**src/rtl/fxcmul_pkg.sv**
```systemverilog
// Package: shared types for the complex multiplier.
// Assumes: shift code values are fixed by the port contract.
package fxcmul_pkg;

    // Output shift selection, shared by both result components
    typedef enum logic [1:0] {
        SH_NONE = 2'b00,
        SH_R1   = 2'b01,
        SH_L2   = 2'b10,
        SH_L1   = 2'b11
    } shift_e;

endpackage

```
**src/rtl/fxcmul_negsat.sv**
```systemverilog
// Module: fxcmul_negsat
// Conditionally negates a signed fraction. The one value whose negation
// does not fit (the most negative code) is clamped to the most positive code.
// Assumes: purely combinational, DW >= 2.
module fxcmul_negsat #(
    parameter int unsigned DW = 16
) (
    input  logic [DW-1:0] din,
    input  logic          neg,
    output logic [DW-1:0] dout
);
    localparam logic [DW-1:0] MINV = {1'b1, {(DW-1){1'b0}}};
    localparam logic [DW-1:0] MAXV = {1'b0, {(DW-1){1'b1}}};

    // Select pass-through, two's-complement negation or the clamp value
    always_comb begin
        if (!neg)
            dout = din;
        else if (din == MINV)
            dout = MAXV;
        else
            dout = (~din) + 1'b1;
    end
endmodule

```
**src/rtl/fxcmul_pmul.sv**
```systemverilog
// Module: fxcmul_pmul
// One registered fractional partial product. The signed DW x DW product
// drops its duplicate sign bit to give a (2*DW-1)-bit fraction. The single
// unrepresentable case (min * min) is trapped to the most positive value.
// Assumes: synchronous active-low reset, new operands every cycle.
module fxcmul_pmul #(
    parameter int unsigned DW = 16
) (
    input  logic          clk,
    input  logic          rst_n,
    input  logic [DW-1:0] a,
    input  logic [DW-1:0] b,
    output logic [2*DW-2:0] p_q
);
    localparam int unsigned FW = 2 * DW;
    localparam int unsigned PW = 2 * DW - 1;
    localparam logic [DW-1:0] MINV = {1'b1, {(DW-1){1'b0}}};
    localparam logic [PW-1:0] PMAX = {1'b0, {(PW-1){1'b1}}};

    logic signed [FW-1:0] a_x;
    logic signed [FW-1:0] b_x;
    logic signed [FW-1:0] full;
    logic                 trap;
    logic [FW-1:0]        full_u;

    // Sign-extend both factors to the full product width
    always_comb begin
        a_x    = $signed({{DW{a[DW-1]}}, a});
        b_x    = $signed({{DW{b[DW-1]}}, b});
        full   = a_x * b_x;
        full_u = full;
        trap   = (a == MINV) && (b == MINV);
    end

    // Register the product, substituting the trap value when needed
    always_ff @(posedge clk) begin
        if (!rst_n)
            p_q <= '0;
        else if (trap)
            p_q <= PMAX;
        else
            p_q <= full_u[PW-1:0];
    end

    // The dropped top bit is only the duplicate sign
    logic unused_top;
    assign unused_top = full_u[FW-1];
endmodule

```
**src/rtl/fxcmul_post.sv**
```systemverilog
// Module: fxcmul_post
// Output conditioning for one sum: optional rounding of the upper half by
// adding one just below it (lower half kept), then the selected shift.
// Assumes: purely combinational; shifts drop bits and do not saturate.
module fxcmul_post
    import fxcmul_pkg::*;
#(
    parameter int unsigned DW = 16
) (
    input  logic [2*DW-1:0] sum,
    input  logic            rnd,
    input  shift_e          shift,
    output logic [2*DW-1:0] res
);
    localparam int unsigned SW = 2 * DW;

    logic [DW-1:0]        upper;
    logic [SW-1:0]        rounded;
    logic signed [SW-1:0] rounded_s;

    // Round: carry from the bit below the kept half into the upper half
    always_comb begin
        upper     = sum[SW-1:DW] + (rnd ? {{(DW-1){1'b0}}, sum[DW-1]} : '0);
        rounded   = {upper, sum[DW-1:0]};
        rounded_s = $signed(rounded);
    end

    // Apply the one shared shift code
    always_comb begin
        case (shift)
            SH_R1:   res = rounded_s >>> 1;
            SH_L2:   res = {rounded[SW-3:0], 2'b00};
            SH_L1:   res = {rounded[SW-2:0], 1'b0};
            default: res = rounded;
        endcase
    end
endmodule

```
**src/rtl/fxcmul.sv**
```systemverilog
// Module: fxcmul (top)
// Pipelined complex fractional multiplier.
//   edge k  : operand registers load (per-port enables), controls sampled
//   edge k+1: four partial products registered (conjugation applied first)
//   edge k+2: real difference and imaginary sum registered
//   edge k+3: rounded and shifted results registered with out_valid
// Assumes: synchronous active-low reset; conj_x and conj_y both high
// means no conjugation.
module fxcmul
    import fxcmul_pkg::*;
#(
    parameter int unsigned DW = 16
) (
    input  logic            clk,
    input  logic            rst_n,
    input  logic            x_load,
    input  logic            y_load,
    input  logic [DW-1:0]   x_re,
    input  logic [DW-1:0]   x_im,
    input  logic [DW-1:0]   y_re,
    input  logic [DW-1:0]   y_im,
    input  logic            conj_x,
    input  logic            conj_y,
    input  logic            round_en,
    input  logic [1:0]      shift_sel,
    output logic            out_valid,
    output logic [2*DW-1:0] out_re,
    output logic [2*DW-1:0] out_im
);
    localparam int unsigned PW     = 2 * DW - 1;
    localparam int unsigned SW     = 2 * DW;
    localparam int unsigned NPROD  = 4;
    localparam int unsigned NSTAGE = 3;

    // Operand registers
    logic [DW-1:0] xr_q, xi_q, yr_q, yi_q;
    // Control pipeline (index 0 = operand stage, 2 = sum stage)
    logic          vld_p [NSTAGE];
    logic          rnd_p [NSTAGE];
    shift_e        sh_p  [NSTAGE];
    logic          cjx_q, cjy_q;

    // X operand register, loads only on its own enable
    always_ff @(posedge clk) begin
        if (!rst_n) begin
            xr_q <= '0;
            xi_q <= '0;
        end else if (x_load) begin
            xr_q <= x_re;
            xi_q <= x_im;
        end
    end

    // Y operand register, loads only on its own enable
    always_ff @(posedge clk) begin
        if (!rst_n) begin
            yr_q <= '0;
            yi_q <= '0;
        end else if (y_load) begin
            yr_q <= y_re;
            yi_q <= y_im;
        end
    end

    // Controls travel with the operation through the pipeline
    always_ff @(posedge clk) begin
        if (!rst_n) begin
            cjx_q <= 1'b0;
            cjy_q <= 1'b0;
            for (int s = 0; s < NSTAGE; s++) begin
                vld_p[s] <= 1'b0;
                rnd_p[s] <= 1'b0;
                sh_p[s]  <= SH_NONE;
            end
        end else begin
            cjx_q    <= conj_x;
            cjy_q    <= conj_y;
            vld_p[0] <= x_load | y_load;
            rnd_p[0] <= round_en;
            sh_p[0]  <= shift_e'(shift_sel);
            for (int s = 1; s < NSTAGE; s++) begin
                vld_p[s] <= vld_p[s-1];
                rnd_p[s] <= rnd_p[s-1];
                sh_p[s]  <= sh_p[s-1];
            end
        end
    end

    // Conjugation: exactly one control high negates that imaginary part
    logic          negx, negy;
    logic [DW-1:0] xi_c, yi_c;

    assign negx = cjx_q & ~cjy_q;
    assign negy = cjy_q & ~cjx_q;

    fxcmul_negsat #(.DW(DW)) u_conj_x (.din(xi_q), .neg(negx), .dout(xi_c));
    fxcmul_negsat #(.DW(DW)) u_conj_y (.din(yi_q), .neg(negy), .dout(yi_c));

    // Partial products: index bit1 picks X part, bit0 picks Y part
    logic [DW-1:0] aop [NPROD];
    logic [DW-1:0] bop [NPROD];
    logic [PW-1:0] prod_q [NPROD];

    generate
        for (genvar g = 0; g < NPROD; g++) begin : g_prod
            assign aop[g] = (g / 2 == 1) ? xi_c : xr_q;
            assign bop[g] = (g % 2 == 1) ? yi_c : yr_q;
            fxcmul_pmul #(.DW(DW)) u_pmul (
                .clk   (clk),
                .rst_n (rst_n),
                .a     (aop[g]),
                .b     (bop[g]),
                .p_q   (prod_q[g])
            );
        end
    endgenerate

    // Add/subtract stage: real = rr - ii, imaginary = ri + ir
    logic [SW-1:0] sum_re_q, sum_im_q;

    always_ff @(posedge clk) begin
        if (!rst_n) begin
            sum_re_q <= '0;
            sum_im_q <= '0;
        end else begin
            sum_re_q <= {prod_q[0][PW-1], prod_q[0]} - {prod_q[3][PW-1], prod_q[3]};
            sum_im_q <= {prod_q[1][PW-1], prod_q[1]} + {prod_q[2][PW-1], prod_q[2]};
        end
    end

    // Rounding and shift for both components
    logic [SW-1:0] post_re, post_im;

    fxcmul_post #(.DW(DW)) u_post_re (
        .sum(sum_re_q), .rnd(rnd_p[NSTAGE-1]), .shift(sh_p[NSTAGE-1]), .res(post_re)
    );
    fxcmul_post #(.DW(DW)) u_post_im (
        .sum(sum_im_q), .rnd(rnd_p[NSTAGE-1]), .shift(sh_p[NSTAGE-1]), .res(post_im)
    );

    // Output register stage
    always_ff @(posedge clk) begin
        if (!rst_n) begin
            out_valid <= 1'b0;
            out_re    <= '0;
            out_im    <= '0;
        end else begin
            out_valid <= vld_p[NSTAGE-1];
            out_re    <= post_re;
            out_im    <= post_im;
        end
    end

    // Shift of the sum stage, brought out for the bound checker
    logic [1:0] sh_sum;
    assign sh_sum = sh_p[NSTAGE-1];
endmodule

```
**config.mk**
```make
export PLATFORM = sky130hd
export DESIGN_NAME = fxcmul
export DESIGN_NICKNAME = d
export VERILOG_FILES = /design/src/rtl/fxcmul_pkg.sv /design/src/rtl/fxcmul_negsat.sv /design/src/rtl/fxcmul_pmul.sv /design/src/rtl/fxcmul_post.sv /design/src/rtl/fxcmul.sv
export SDC_FILE = /design/constraint.sdc
export NUM_CORES = 2
export LEC_CHECK = 0
export BUFFER_PORTS_ARGS = -buffer_cell sky130_fd_sc_hd__clkbuf_2
export CORE_ASPECT_RATIO = 0.9
export CORE_MARGIN = 3
export CORE_UTILIZATION = 45
export DETAILED_ROUTE_END_ITERATION = 8
export GPL_TIMING_DRIVEN = 0
export PLACE_DENSITY = 0.65
export SYNTH_ARGS = -nofsm -noshare
export SYNTH_HDL_FRONTEND = slang
export SYNTH_HIERARCHICAL = 1
export SYNTH_SLANG_ARGS = --single-unit
```
**constraint.sdc**
```tcl
create_clock -name clk -period 10.2 [get_ports clk]
set_input_delay 1.02 -clock clk [delete_from_list [all_inputs] [get_ports clk]]
set_output_delay 1.02 -clock clk [all_outputs]
set_load 0.02 [all_outputs]
```
==> summary.txt <==
Share of layout cells above drive strength 1: 0.0544
Overall Global Routing Usage: 0.273
Maximum number of pins on one net before global-route repair: 19
Final weighted congestion in routability-driven placement: 0.965
Element type at the critical path end: flip-flop
Flip-flop cell with the highest count after synthesis: dfxtp_1
Number of inserted filler cells in the final layout: 11600
H-Tree Level Count: 2
Most instantiated library cell after synthesis: inv_1
Relative slew slack: 0.0676
Seq/Total Area, Yosys: 0.119
Number of nets at the end of the flow: 7835
Wire length of the first global-routing pass: 268 mm
Maximum buffer depth of the clock tree: 3
Post-route clock period utilization: 0.961
Worst endpoint required time: 10690 ps
Post-cts gate resize count: 0
Relative contribution of combinational cells to total power: 0.697
Number of sinks driven by the clock tree: 331
Area share of the largest cell type after synthesis: 0.369
Number of endpoints failing setup at the final stage: 0
DIE AREA: 128000 um2
Share of synthesized flip-flops with an asynchronous set or reset: 0
Highest clock rate: 0.102 GHz
Leak pwr: 29.4 nW
Number of vias per cell after detailed routing: 5.43
Yosys synthesis warning count: 6
Number of placement rows: 121
Setup repair after global routing missed its margin: no
Routed Antenna Nets: 1
Final period demand of the worst path: 9800 ps
CP Max Fanout: 10
Dpl ws: 294 ps
Io pins: 138
Number of synthesized flops with an enable pin: 0
Worst hold-check path type: flip-flop to flip-flop
# DRC: 0
Initial detailed-routing violation count: 3415
Layout-stage area growth over the synthesis result: 7.28%
Later-pin clock latency in the skew report: 600 ps
Die Y: 340 um
Port Buffers: 135
Number of max-slew violations in the final report: 0
Clock-pin slew of the registers on the worst-case setup and hold paths: 60 ps
Unique masters post-synth: 114
Floorplan core area: 122000 um2
Switch share: 0.502
Storage element area: 6630 um2
Max Cap Viol: 0
Violations in the final reports: antenna rules
Combined area of the multi-input logic cells: 43500 um2
Post-Synthesis Cells: 6167
Proportion of power drawn by flip-flops and latches: 0.173
Cts-stage hold buffer count: 0
Residual overflow from global routing: 0
Average routed wire per standard cell: 21.6 um
Worst-case clock skew: 38.3 ps
Final Routed Wirelength: 173 mm
Crit path launch type: flip-flop
Leading post-synthesis cells by instance count: inv_1 (1210), fa_1 (1026), nand2_1 (633)
CTS tree: yes
Root buffer selected by CTS: clkbuf_16
IR Drop Worst-Case VDD: 0.182 mV
Number of CTS-inserted buffers: 37
Overall via count from detail_route: 43300
PwrDens: 183 nW/um2
Setup bufs post-CTS: 0
Synth Net Count: 7654
Setup tns final: 0 ps
Antenna violations before repair: 8
Total count of hold-check failures in the final report: 0
Slew at the pin closest to its max-slew limit: 1400 ps
Flops & latches, synth: 331
Die W: 377 um
Critical path start-end classification: flip-flop to flip-flop
Detailed-routing iteration count for the pre-antenna-repair pass: 6
Syn_area_per_cell: 9.03 um2
Synth area leader: fa_1
Critical Path AT: 10280 ps
Switch Pwr: 0.00548 W
Top cells by area in the synthesized netlist: fa_1 (37%), dfxtp_1 (12%), ha_1 (8.7%)
Hpwl dp: 142 mm
Result of the run: complete, but fails checks
Initial Utilization: 0.457
Cell area after technology mapping: 55700 um2
Int Pwr: 0.00543 W
Min setup slack post-route: 402 ps
Vias in the first global route: 44900
Clock power share: 0.130
[area by class of cell]
class,instances,share of cell area
repair buffers,142,0.0126
flip-flops and latches,331,0.111
multi-input cells,4353,0.728
clock inverters,17,0.00325
plain buffers,269,0.0177
diodes,8,0.000335
inverters,1214,0.0762
clock buffers,48,0.0176
well taps,1599,0.0335
[kinds of logic after synthesis]
family / after synthesis / synth area share
flip-flops: 331 / 0.119
buffers and inverters: 1483 / 0.101
adder cells (fa/ha/maj): 1414 / 0.456
AO/OA/AOI/OAI: 673 / 0.0845
AND/OR/NAND/NOR: 1887 / 0.173
multiplexers: 173 / 0.0340
XOR/XNOR: 206 / 0.0329
[state kept, by name, indices dropped and copies added (netlist names), 6 cells and up]
signal / cells
g_prod.u_pmul/p_q: 124
out_im: 32
out_re: 32
sh_p: 6
sum_im_q: 32
sum_re_q: 32
xi_q: 16
xr_q: 16
yi_q: 16
yr_q: 16
[layer usage]
layer	up-vias	GRT usage	wire length [um]
met4	2	0.0693	5140
met3	305	0.0727	18200
met2	1937	0.415	74600
met5	-	0	13
li1	19500	-	-
met1	21600	0.388	74700
[worst paths after layout]
check,from,to,slack [ps],depth (start not counted)
worst min-delay path,sh_p[0][1],sh_p[0][3],430,1
worst min register to register,sh_p[0][1],sh_p[0][3],430,1
worst max register to register,cjy_q,g_prod[1].u_pmul/p_q[29],400,27
worst max-delay path,cjy_q,g_prod[1].u_pmul/p_q[29],400,27
[stage by stage]
stage               total power (W)   util  hold WS (ps)  cell area (um2)  instances
CTS                          0.0109  0.490           434            59700       7973
finish                       0.0109  0.490           432            59800       7981
detailed placement          0.00939  0.480           417            58500       7908
global route                 0.0119  0.490           457            59700       7973
floorplan                   0.00716      -           412            55700       6167
global placement            0.00933  0.479           415            58400       7901
[critical path, stage by stage, from the launching register on]
cell and delay [ps]:
dfxtp_1 330, nor2b_1 570, clkbuf_1 370, nor4bb_1 370
nand4bb_1 270, nor2b_1 230, mux2i_2 870, clkbuf_1 560
clkbuf_1 570, nand2_1 160, fa_1 530, inv_1 50
fa_1 560, fa_1 440, fa_1 450, fa_1 490
inv_1 50, fa_1 530, inv_1 60, ha_1 370
nand3_1 160, nor2_1 60, a2111oi_0 650, a21oi_1 180
nor2_1 280, o31a_1 270, nor3_1 70, a211oi_1 200
[placed cells by master, fill, tap and decap left out, types with 39 or more instances in the layout]
cell	count
nand3_1	53
nor4_1	46
inv_1	1210
clkbuf_2	135
clkbuf_1	234
o21ai_0	84
fa_1	1026
mux2i_1	135
a21oi_1	178
o21a_1	89
dfxtp_1	331
nor2_1	278
and2_1	588
xor2_1	71
nand2_1	633
a21o_1	70
nand2b_1	48
ha_1	388
xnor2_1	133
nor3_1	51
clkbuf_16	39
[power groups by stage]
stage	Combinational [W]	Sequential, W	Clock (W)
2_1_floorplan	0.00532	0.00184	0
3_3_place_gp	0.00743	0.00190	0
3_5_place_dp	0.00749	0.00190	0
4_1_cts	0.00757	0.00188	0.00145
5_1_grt	0.00848	0.00191	0.00149
6_report	0.00761	0.00188	0.00142
Note: power is estimated with default switching activity, not from simulation.
